`config.mk`:
```
export PLATFORM = sky130hd
export DESIGN_NAME = mcs_seq
export DESIGN_NICKNAME = d
export VERILOG_FILES = /design/src/rtl/mcs_pkg.sv /design/src/rtl/mcs_sysref_edge.sv /design/src/rtl/mcs_settle_timer.sv /design/src/rtl/mcs_stage_ctrl.sv /design/src/rtl/mcs_seq.sv
export SDC_FILE = /design/constraint.sdc
export NUM_CORES = 1
export LEC_CHECK = 0
export ABC_AREA = 1
export BUFFER_PORTS_ARGS = -buffer_cell sky130_fd_sc_hd__buf_2
export CORE_ASPECT_RATIO = 1.5
export CORE_MARGIN = 4
export CORE_UTILIZATION = 51
export CTS_BUF_LIST = sky130_fd_sc_hd__clkbuf_4
export CTS_CLUSTER_DIAMETER = 50
export CTS_CLUSTER_SIZE = 10
export DETAILED_ROUTE_END_ITERATION = 8
export PLACE_DENSITY = 0.78
export SETUP_SLACK_MARGIN = 0.05
export SYNTH_ARGS = -nofsm -noshare
export SYNTH_HDL_FRONTEND = slang
export SYNTH_SLANG_ARGS = --single-unit
```
`constraint.sdc`:
```
create_clock -name clk_i -period 1.4 [get_ports clk_i]
set_input_delay 0.28 -clock clk_i [delete_from_list [all_inputs] [get_ports clk_i]]
set_output_delay 0.28 -clock clk_i [all_outputs]
set_load 0.01 [all_outputs]
```
`src/rtl/mcs_pkg.sv`:
```
package mcs_pkg;
  localparam int unsigned STAGE_W  = 3;
  localparam int unsigned N_STAGES = 4;
  localparam int unsigned N_DEV    = 2;  // stages that resync device dividers

  typedef struct packed {
    logic               early;
    logic               done;
    logic [STAGE_W-1:0] stage;
  } mcs_status_t;
endpackage

```
`src/rtl/mcs_sysref_edge.sv`:
```
module mcs_sysref_edge #(
  parameter int unsigned SYNC_STAGES = 2
) (
  input  logic clk_i,
  input  logic rst_ni,
  input  logic sysref_i,
  output logic evt_o
);
  // [SYNC_STAGES-1:0] synchronizer, [SYNC_STAGES] previous value
  logic [SYNC_STAGES:0] sh_q;

  always_ff @(posedge clk_i or negedge rst_ni) begin
    if (!rst_ni) sh_q <= '0;
    else         sh_q <= {sh_q[SYNC_STAGES-1:0], sysref_i};
  end

  assign evt_o = sh_q[SYNC_STAGES-1] & ~sh_q[SYNC_STAGES];
endmodule

```
`src/rtl/mcs_settle_timer.sv`:
```
module mcs_settle_timer #(
  parameter int unsigned CNT_W = 8
) (
  input  logic             clk_i,
  input  logic             rst_ni,
  input  logic             load_i,
  input  logic [CNT_W-1:0] load_val_i,
  output logic             busy_o
);
  logic [CNT_W-1:0] cnt_q;

  always_ff @(posedge clk_i or negedge rst_ni) begin
    if (!rst_ni)         cnt_q <= '0;
    else if (load_i)     cnt_q <= load_val_i;
    else if (cnt_q != 0) cnt_q <= cnt_q - 1'b1;
  end

  assign busy_o = |cnt_q;
endmodule

```
`src/rtl/mcs_stage_ctrl.sv`:
```
module mcs_stage_ctrl
  import mcs_pkg::*;
(
  input  logic        clk_i,
  input  logic        rst_ni,
  input  logic        en_i,
  input  logic        start_i,
  input  logic        evt_i,
  input  logic        busy_i,
  output logic        load_o,
  output mcs_status_t sts_o,
  output logic        dev_o,
  output logic        hs_o,
  output logic        fin_o
);
  localparam logic [STAGE_W-1:0] LAST = STAGE_W'(N_STAGES - 1);
  localparam logic [STAGE_W-1:0] HS   = STAGE_W'(N_DEV);

  mcs_status_t sts_q;
  logic        en_q, armed_q;
  logic        en_rise, accept;

  assign en_rise = en_i & ~en_q;
  assign accept  = evt_i & armed_q & en_i & ~busy_i & ~sts_q.done;
  assign load_o  = accept & (sts_q.stage < HS);

  always_ff @(posedge clk_i or negedge rst_ni) begin
    if (!rst_ni) begin
      en_q    <= 1'b0;
      armed_q <= 1'b0;
      sts_q   <= '0;
      dev_o   <= 1'b0;
      hs_o    <= 1'b0;
      fin_o   <= 1'b0;
    end else begin
      en_q  <= en_i;
      dev_o <= accept & (sts_q.stage < HS);
      hs_o  <= accept & (sts_q.stage == HS);
      fin_o <= accept & (sts_q.stage == LAST);
      if (en_rise) begin
        sts_q   <= '0;
        armed_q <= 1'b0;
      end else if (!en_i) begin
        armed_q <= 1'b0;
      end else begin
        if (start_i && !sts_q.done) armed_q <= 1'b1;
        if (evt_i && armed_q && busy_i && !sts_q.done) sts_q.early <= 1'b1;
        if (accept) begin
          sts_q.stage <= sts_q.stage + 1'b1;
          if (sts_q.stage == LAST) begin
            sts_q.done <= 1'b1;
            armed_q    <= 1'b0;
          end
        end
      end
    end
  end

  assign sts_o = sts_q;
endmodule

```
`src/rtl/mcs_seq.sv`:
```
module mcs_seq
  import mcs_pkg::*;
#(
  parameter int unsigned SETTLE_W    = 8,
  parameter int unsigned SYNC_STAGES = 2
) (
  input  logic                clk_i,
  input  logic                rst_ni,
  input  logic                sysref_i,
  input  logic                en_i,
  input  logic                start_i,
  input  logic                status_rd_i,
  input  logic [SETTLE_W-1:0] settle_cycles_i,
  output logic                dev_div_sync_o,
  output logic                hs_div_sync_o,
  output logic                nco_align_o,
  output logic                lmfc_rst_o,
  output logic                rfpll_phase_o,
  output logic [4:0]          status_o
);
  logic        sref_evt, busy, load, fin;
  mcs_status_t sts;

  mcs_sysref_edge #(.SYNC_STAGES(SYNC_STAGES)) i_edge (
    .clk_i, .rst_ni, .sysref_i, .evt_o(sref_evt)
  );

  mcs_settle_timer #(.CNT_W(SETTLE_W)) i_timer (
    .clk_i, .rst_ni, .load_i(load), .load_val_i(settle_cycles_i), .busy_o(busy)
  );

  mcs_stage_ctrl i_ctrl (
    .clk_i, .rst_ni, .en_i, .start_i,
    .evt_i(sref_evt), .busy_i(busy), .load_o(load), .sts_o(sts),
    .dev_o(dev_div_sync_o), .hs_o(hs_div_sync_o), .fin_o(fin)
  );

  // stage-4 group shares one register
  assign nco_align_o   = fin;
  assign lmfc_rst_o    = fin;
  assign rfpll_phase_o = fin;

  always_ff @(posedge clk_i or negedge rst_ni) begin
    if (!rst_ni)          status_o <= '0;
    else if (status_rd_i) status_o <= sts;
  end
endmodule

```
Yosys cells after proc, flatten, opt, wreduce, memory -nomap -nowiden

Index checks and enable logic that the tools add are counted.

$add $sub $neg: 2
$lt $le $gt $ge: 1
Eq/ne operators: 2
Mux-type cells: 12
Bitwise logic cells: 13
Reduce and logical (&&, ||, !) cells: 15

Operators with widths:

| operator                                                                     | number |
|---|---|
| 8-bit 2-to-1 mux                                                             | 2 |
| 5-bit 2-to-1 mux                                                             | 2 |
| 2-bit nonzero test                                                           | 5 |
| 1-bit AND                                                                    | 9 |
| 8-bit nonzero test                                                           | 1 |
| 8-bit OR reduction                                                           | 1 |
| 8-bit by 1-bit subtractor with 8-bit output, second input constant           | 1 |
| 1-bit 2-to-1 mux                                                             | 7 |
| 3-bit by 2-bit equality test with 1-bit output, second input constant        | 2 |
| 1-bit logical AND                                                            | 4 |
| 4-bit 2-to-1 mux                                                             | 1 |
| 1-bit NOT                                                                    | 4 |
| 2-bit AND reduction                                                          | 2 |
| 3-bit by 1-bit adder with 3-bit output, second input constant                | 1 |
| 3-bit by 2-bit less-than comparator with 1-bit output, second input constant | 1 |
| 3-bit AND reduction                                                          | 1 |
| 1-bit zero test                                                              | 1 |

Bits in registers: 26
Input bits: 14
Output and inout port bits: 10
Logic and storage cells: 56

Depth between registers and ports, before layout

Gate-level depths: netlist (run 1).

Word-level depth: 9
Depth in mapped cells: 8
Gate-level depth less buffers: 8

By module

Synthesis (run 1) repeated with hierarchy kept, for this count alone.

Cell total of the unflattened synthesis: 152
Area, all modules: 1348.8 um^2

By module, submodules not included:

| module           | times used | cells each | area each (um^2) | seq. area each (um^2) |
|---|---|---|---|---|
| mcs_settle_timer | 1          | 71         | 569.3            | 200.2 |
| mcs_stage_ctrl   | 1          | 53         | 494.2            | 250.2 |
| mcs_seq          | 1          | 23         | 200.2            | 125.1 |
| mcs_sysref_edge  | 1          | 5          | 85.1             | 75.1 |

Least setup slack after synthesis (run 1)

No wires, ideal clock.

Path kind: reg-to-reg
Start point: register i_timer.cnt_q[0]
End point: register i_ctrl.armed_q
Library setup time: 115 ps
Arrival: 1244 ps
Slack: 41 ps
Stages on the path, launching flop included: 9
Buffers on the path: 1
Path through: dfrtp_1 > inv_1 > ha_1 > nand3_2 > nor2_4 > buf_6 > nand3_4 > nand4_1 > inv_1

Cells in the longest elaborated chain, start to end: 7

RTL lines:

| what                    | line                   | RTL |
|---|---|---|
| from (decl)             | mcs_settle_timer.sv:10 | `logic [CNT_W-1:0] cnt_q;` |
| from (signal assigned)  | mcs_settle_timer.sv:14 | `else if (load_i) cnt_q <= load_val_i;` |
| from (signal assigned)  | mcs_settle_timer.sv:15 | `else if (cnt_q != 0) cnt_q <= cnt_q - 1'b1;` |
| 8-bit OR reduction      | mcs_settle_timer.sv:18 | `assign busy_o = \|cnt_q;` |
| 1-bit NOT               | mcs_stage_ctrl.sv:24   | `assign accept = evt_i & armed_q & en_i & ~busy_i & ~sts_q.done;` |
| 1-bit AND (2 in series) | mcs_stage_ctrl.sv:24   |  |
| 1-bit 2-to-1 mux        | mcs_stage_ctrl.sv:48   | `if (accept) begin` |
| 1-bit 2-to-1 mux        | mcs_stage_ctrl.sv:43   | `end else if (!en_i) begin` |
| 1-bit 2-to-1 mux        | mcs_stage_ctrl.sv:40   | `if (en_rise) begin` |
| to (signal assigned)    | mcs_stage_ctrl.sv:42   | `armed_q <= 1'b0;` |
| to (signal assigned)    | mcs_stage_ctrl.sv:44   | `armed_q <= 1'b0;` |
| to (signal assigned)    | mcs_stage_ctrl.sv:46   | `if (start_i && !sts_q.done) armed_q <= 1'b1;` |
| to (decl)               | mcs_stage_ctrl.sv:20   | `logic en_q, armed_q;` |

Every way passes these cells.
A chain may end at the register's enable or synchronous reset.

Final worst setup path (run 1)

Start point: register i_timer.cnt_q[1]
End point: register i_ctrl.sts_q, in the netlist i_ctrl.sts_o[0]

Cells in the longest elaborated chain, start to end: 6

RTL lines:

| what                          | line                   | RTL |
|---|---|---|
| 8-bit OR reduction            | mcs_settle_timer.sv:18 |  |
| 1-bit NOT                     | mcs_stage_ctrl.sv:24   |  |
| 1-bit AND (2 in series)       | mcs_stage_ctrl.sv:24   |  |
| 2-bit nonzero test (no line)  | n/a                    |  |
| 2-bit AND reduction (no line) | n/a                    |  |
| to (decl)                     | mcs_stage_ctrl.sv:19   | `mcs_status_t sts_q;` |

Every way passes these cells.

==> results of run 1 <==
[logic make-up after synthesis]
| logic type | count (synthesis) | synth area share |
|---|---|---|
| xor+xnor | 3 | 0.0214 |
| buf+inv | 22 | 0.0804 |
| flops | 26 | 0.529 |
| simple gates | 63 | 0.249 |
| mux | 1 | 0.00915 |
| compound gates | 16 | 0.0702 |
| fa+ha+maj | 4 | 0.0407 |
[routing by layer]
layer,track usage,part of all wire,up-vias
met3,0.0184,0.035,11
met4,0.0976,0.036,0
met5,0,0,-
li1,-,-,490
met1,0.198,0.38,488
met2,0.321,0.55,25
[flip-flops by register name, summed over array words and instances, names as in the netlist]
name            flops
i_ctrl.fin_o        1
i_edge.sh_q         3
i_ctrl.en_q         1
i_timer.cnt_q       8
i_ctrl.armed_q      1
i_ctrl.dev_o        1
status_o            5
i_ctrl.hs_o         1
i_ctrl.sts_o        5
[final cells by class]
cell class	count	area (um^2)
Sequential cell	26	651
Clock buffer	3	22.5
Fill cell	174	742
Multi-Input combinational cell	87	543
Inverter	18	72.6
Tap cell	23	28.8
Clock inverter	1	3.75
Timing Repair Buffer	32	196
[worst max-delay path, cell delays in order, from the launching register on]
cell and delay, ps:
dfrtp_1 410, inv_2 90, ha_4 170, nand3_4 80
nor2_4 200, nand2_2 120, o21ai_1 150, nor2_1 70
[timing repair]
action	CTS	global route
resized for setup	5	19
buffers inserted	0	3
pin swaps	1	5
hold buffers	1	0
endpoints found under the hold margin	26	0
setup endpoints to repair	13	14
[power by group through the flow]
stage                     registers [mW]  logic, mW  clock network (mW)
after floorplan                    0.794     0.0228                   0
after global placement             0.790     0.0727                   0
after detailed placement           0.791     0.0750                   0
after CTS                          0.777     0.0772               0.324
after global routing               0.780     0.0871               0.364
final                              0.777     0.0767               0.315
[path summary, 6_finish.rpt]
path	endpoint	slack [ps]	cells after the start
max	i_ctrl.sts_o[0]$_DFFE_PN0P_	10	7
min	i_edge.sh_q[0]$_DFF_PN0_	60	1
min in group asynchronous	i_edge.sh_q[0]$_DFF_PN0_	470	2
max in group asynchronous	i_timer.cnt_q[5]$_DFFE_PN0P_	560	2
min reg2reg	i_edge.sh_q[1]$_DFF_PN0_	360	0
max reg2reg	i_ctrl.sts_o[0]$_DFFE_PN0P_	10	7
[layout by cell type, fill, tap and decap left out]
cell type,Yosys,final
a21o_1,1,1
a21oi_1,8,8
a21oi_2,1,1
ha_1,4,3
xnor2_1,1,1
nand2_2,0,8
o21ai_0,4,1
nand3_1,12,11
dfrtp_1,26,26
buf_2,0,23
nand4_1,3,3
clkbuf_4,0,3
clkinv_1,0,1
ha_4,0,1
buf_6,1,3
o21ai_2,0,2
nand2_1,27,19
mux2_2,1,1
or2_1,1,1
buf_4,2,5
o21ai_1,2,3
nand3_4,1,3
nor2_4,2,2
inv_2,1,3
inv_1,16,14
dlygate4sd3_1,0,1
xor2_1,2,2
nand3b_1,1,1
nand3_2,2,1
nor2_2,0,1
clkinv_4,0,1
nor2_1,14,13
==> flow_summary_export.csv, run 1 <==
group,metric,value,unit
status,outcome,"finished clean",
synthesis,yosysTopAreaCellShare,0.529,
cells_and_area,stdcell_count,190,
drt,wirelength,2.61,mm
sta,hold_violations,0,
synthesis,ys.flop_type,"dfrtp_1",
place,detailedPlace.worstSlack,-31.7,ps
clock_network,cts_root_buf,"clkbuf_4",
sta,finalClockSkew,1.44,ps
power,internal-power,903,uW
sta,relSlewSlack,0.620,
power,switching_share,0.227,
place,port_buffers,23,
place,dp_cells,182,
floorplanning,rows,21,
worst_setup_path,cp.required,1620,ps
floorplanning,die_w,48.1,um
worst_hold_path,worstHoldPathType,"input pin to flip-flop",
drt,drt_first_pass_iters,4,
drt,vias_per_cell,5.34,
worst_setup_path,rr_startpoint,"i_timer.cnt_q[1]$_DFFE_PN0P_",
global_routing,grt_pass1_wl,4.22,mm
worst_setup_path,critPathKind,"flip-flop to flip-flop",
global_routing,grt_max_degree,27,
floorplanning,die_area,3280,um^2
power,p_clk_frac,0.270,
synthesis,synthCells,135,
sta,worstMarginPinSlew,569,ps
synthesis,synth.yosys.warnings,0,
worst_setup_path,crit_start,"i_timer.cnt_q[1]$_DFFE_PN0P_",
power,p_sw,266,uW
sta,period_needed,1390,ps
synthesis,yosysMostFrequentCell,"nand2_1",
sta,whs,57.6,ps
place,place.gp.congestion,0.863,
drt,drc,0,
synthesis,yosysSeqAreaShare,0.529,
worst_setup_path,cp-end-kind,"flip-flop",
power,ir_drop,0.561,mV
sta,maxSlewViolCount,0,
global_routing,grt_pass1_vias,1014,
synthesis,syn_avg_cell_area,9.11,um^2
clock_network,clk_path_buf_depth,2,
power,p_leak,0.749,nW
power,pwr-share-seq,0.664,
worst_hold_path,hold_start,"sysref_i",
drt,routedWlPerCell,13.7,um
synthesis,synth_common_cells,"nand2_1 (27), dfrtp_1 (26), inv_1 (16)",
global_routing,grt.total_usage,0.180,
synthesis,synth_nets,153,
global_routing,antenna_found_initial,0,
drt,antenna_left,0,
cells_and_area,nets,186,
synthesis,synth_area_leader_cell,"dfrtp_1",
cells_and_area,num_antenna_cells,0,
worst_setup_path,crit_path_max_fanout,5,
synthesis,synth_edf_count,0,
sta,fin_crit_sh,0.992,
sta,setup_viol,0,
synthesis,async_reset_ff_frac,1.00,
floorplanning,start_util,0.544,
clock_network,clock_sinks,26,
drt,num_vias,1014,
global_routing,grt_overflow_total,0,
worst_setup_path,arrival,1610,ps
sta,rsz0062_at_grt,"yes",
power,power.total,1.17,mW
clock_network,clk_latency,320,ps
sta,tns,0,ps
clock_network,htreeDepth,1,
cells_and_area,layout-drive-gt1-share,0.347,
cells_and_area,post-route-util,0.672,
sta,fmax,0.720,GHz
floorplanning,io_pins,24,
cells_and_area,final_area,1520,um^2
place,dp_hpwl,1.92,mm
cells_and_area,area_growth,23.4,%
clock_network,cts_buffers,3,
power,power_density,770,nW/um^2
synthesis,syn-cell-area,1230,um^2
synthesis,synth.area.top_cells,"dfrtp_1 (53%), nand2_1 (8.2%), nand3_1 (4.9%), inv_1 (4.9%), nor2_1 (4.3%)",
synthesis,ys_seq_elements,26,
floorplanning,core-area,2260,um^2
place,dpl_cell_area,1380,um^2
clock_network,tritoncts,"done",
clock_network,clk_pin_slew,130,ps
sta,setup_slack,11.2,ps
power,power_frac_comb,0.066,
job,max_cap_viol_count,0,
worst_setup_path,cp-start-kind,"flip-flop",
floorplanning,die_height,68.1,um
drt,drt_iter0_markers,9,
synthesis,ys_types,25,
Note: power is estimated with default switching activity, not from simulation.
==> run 2: changes to the inputs <==
--- a/config.mk
+++ b/config.mk
@@ -6,15 +6,15 @@
 export NUM_CORES = 1
 export LEC_CHECK = 0
 export ABC_AREA = 1
-export BUFFER_PORTS_ARGS = -buffer_cell sky130_fd_sc_hd__buf_2
 export CORE_ASPECT_RATIO = 1.5
 export CORE_MARGIN = 4
-export CORE_UTILIZATION = 51
-export CTS_BUF_LIST = sky130_fd_sc_hd__clkbuf_4
+export CORE_UTILIZATION = 58
+export CTS_BUF_LIST = sky130_fd_sc_hd__clkbuf_2
 export CTS_CLUSTER_DIAMETER = 50
 export CTS_CLUSTER_SIZE = 10
 export DETAILED_ROUTE_END_ITERATION = 8
-export PLACE_DENSITY = 0.78
+export DONT_BUFFER_PORTS = 1
+export PLACE_DENSITY = 0.76
 export SETUP_SLACK_MARGIN = 0.05
 export SYNTH_ARGS = -nofsm -noshare
 export SYNTH_HDL_FRONTEND = slang
==> constraint.sdc (replaced) <==
create_clock -name clk_i -period 1.4 [get_ports clk_i]
set_input_delay 0.21 -clock clk_i [delete_from_list [all_inputs] [get_ports clk_i]]
set_output_delay 0.21 -clock clk_i [all_outputs]
set_load 0.01 [all_outputs]
==> run 2 against run 1 <==
Utilization up 8.2 points; non-clock buffer count down 11; die area down 10%; wire length up 5.0%; clock power down 15%; final cell count down 6.3%; sequential share of layout area down 0.28 points; critical path type unchanged; largest cell class unchanged.
==> flow_summary_export.csv, run 2 (synthesis gave the netlist of run 1 again) <==
group,metric,value,unit
status,outcome,"finished clean",
worst_setup_path,cp-start-kind,"flip-flop",
global_routing,antenna_found_initial,0,
clock_network,cts_root_buf,"clkbuf_2",
worst_setup_path,arrival,1650,ps
worst_setup_path,worst_path_largest_cell_delay,440,ps
sta,maxSlewViolCount,0,
worst_setup_path,crit_path_max_fanout,5,
floorplanning,die_w,45.6,um
drt,drt_iter0_markers,33,
floorplanning,core-area,2030,um^2
global_routing,grt.total_usage,0.196,
cells_and_area,layout-drive-gt1-share,0.244,
drt,num_vias,1005,
worst_setup_path,critPathKind,"flip-flop to flip-flop",
clock_network,clk_latency,350,ps
cells_and_area,num_antenna_cells,0,
worst_setup_path,crit_buf_inv,2,
global_routing,grt_overflow_total,0,
sta,finalClockSkew,6.18,ps
sta,worstMarginPinSlew,426,ps
floorplanning,io_pins,24,
global_routing,grt_pass1_wl,4.22,mm
drt,vias_per_cell,5.65,
job,max_cap_viol_count,0,
clock_network,tritoncts,"done",
drt,drc,0,
clock_network,cts_buffers,3,
cells_and_area,mostFrequentLayoutCells,"dfrtp_1 (26), nand2_1 (19), inv_1 (14)",
worst_setup_path,cp-end-kind,"flip-flop",
cells_and_area,nets,175,
place,place.gp.congestion,0.926,
clock_network,clock_sinks,26,
power,power_density,739,nW/um^2
floorplanning,die_height,64.4,um
global_routing,grt_max_degree,27,
sta,fin_crit_sh,0.992,
worst_setup_path,crit_family,"flip-flops",
global_routing,grt_pass1_vias,968,
drt,antenna_left,0,
floorplanning,rows,20,
drt,wirelength,2.74,mm
sta,setup_viol,0,
clock_network,htreeDepth,1,
worst_setup_path,cp_slowest_cell,"dfrtp_1",
drt,routedWlPerCell,15.4,um
place,port_buffers,0,
power,power.total,1.13,mW
sta,rsz0062_at_grt,"yes",
power,pwr-share-seq,0.694,
sta,setup_slack,11.2,ps
drt,drt_first_pass_iters,4,
cells_and_area,area_growth,24.2,%
sta,relSlewSlack,0.715,
sta,period_needed,1390,ps
cells_and_area,final_common_cell,"dfrtp_1",
power,switching_share,0.230,
clock_network,clk_pin_slew,220,ps
cells_and_area,largest-register,"i_timer.cnt_q",
cells_and_area,largest_register_ffs,8,
place,dp_hpwl,1.85,mm
worst_hold_path,worstHoldPathType,"input pin to flip-flop",
power,internal-power,870,uW
power,p_sw,259,uW
power,ir_drop,0.577,mV
floorplanning,start_util,0.607,
sta,hold_violations,0,
power,power_frac_comb,0.068,
power,p_clk_frac,0.239,
power,p_leak,0.700,nW
clock_network,clk_path_buf_depth,2,
worst_setup_path,cp.required,1660,ps
worst_setup_path,worstPathCellList,"inv_2, ha_4, nand3_4, nor2_4, buf_6, nand3_2, nand2_2, a21oi_2",
place,detailedPlace.worstSlack,17.0,ps
sta,fmax,0.720,GHz
floorplanning,die_area,2940,um^2
[run 2: cell count changes in the layout (fill, tap and decap cells not counted), sizes merged]
cell / previous run / this run
buf: 31 / 9
dlygate4sd3: 1 / 12
[run 2: final timing paths]
check	start	end	slack (ps)	depth (start not counted)
worst min register to register	i_edge.sh_q[0]$_DFF_PN0_	i_edge.sh_q[1]$_DFF_PN0_	390	0
min in group asynchronous	rst_ni	i_edge.sh_q[0]$_DFF_PN0_	260	2
worst min-delay path	en_i	i_ctrl.sts_o[3]$_DFFE_PN0P_	100	3
max in group asynchronous	rst_ni	i_ctrl.sts_o[0]$_DFFE_PN0P_	990	2
worst max register to register	i_timer.cnt_q[0]$_DFFE_PN0P_	i_ctrl.sts_o[2]$_DFFE_PN0P_	10	8
worst max-delay path	i_timer.cnt_q[0]$_DFFE_PN0P_	i_ctrl.sts_o[2]$_DFFE_PN0P_	10	8
[run 2: area by class of cell]
class                           instances  area, um^2
Sequential cell                        26         651
Multi-Input combinational cell         87         551
Fill cell                             137         499
Timing Repair Buffer                   21         208
Inverter                               18        72.6
Tap cell                               22        27.5
Clock buffer                            3        15.0
Clock inverter                          1        3.75
[run 2: worst min-delay path, delay by kind of cell]
family,cells,cell delay (ps)
AO/OA/AOI/OAI,1,120
AND/OR/NAND/NOR,1,60
buffers and inverters,1,30
[run 2: power by group through the flow]
stage | sequential, mW | combinational (mW) | clock [mW]
3_3_place_gp | 0.797 | 0.0227 | 0
6_report | 0.783 | 0.0765 | 0.269
2_1_floorplan | 0.794 | 0.0228 | 0
3_5_place_dp | 0.797 | 0.0234 | 0
5_1_grt | 0.786 | 0.0846 | 0.310
4_1_cts | 0.784 | 0.0708 | 0.282
[run 2: stage by stage]
| step | instance area (um^2) | hold slack (ps) | instances | util | setup TNS [ps] |
|---|---|---|---|---|---|
| after global routing | 1530 | 87.0 | 178 | 0.754 | -646 |
| after global placement | 1270 | -85.0 | 158 | 0.625 | 0 |
| final | 1530 | 95.8 | 178 | 0.754 | 0 |
| after detailed placement | 1270 | -85.0 | 158 | 0.625 | 0 |
| after CTS | 1420 | 1.55 | 174 | 0.699 | 0 |
| after floorplan | 1230 | -85.6 | 135 | - | 0 |
[run 2: what timing repair did]
action / CTS / global route
pin swaps: 2 / 7
hold buffers: 11 / 2
hold endpoints to repair: 41 / 2
gates resized for setup: 1 / 24
setup endpoints to repair: 14 / 16
setup buffers: 1 / 2
[run 2: metal layers]
metal,track usage,up-vias,wire [um]
met1,0.223,494,1020
met5,0,-,0
met3,0.0310,9,113
met4,0.121,0,83
met2,0.325,30,1520
li1,-,472,-
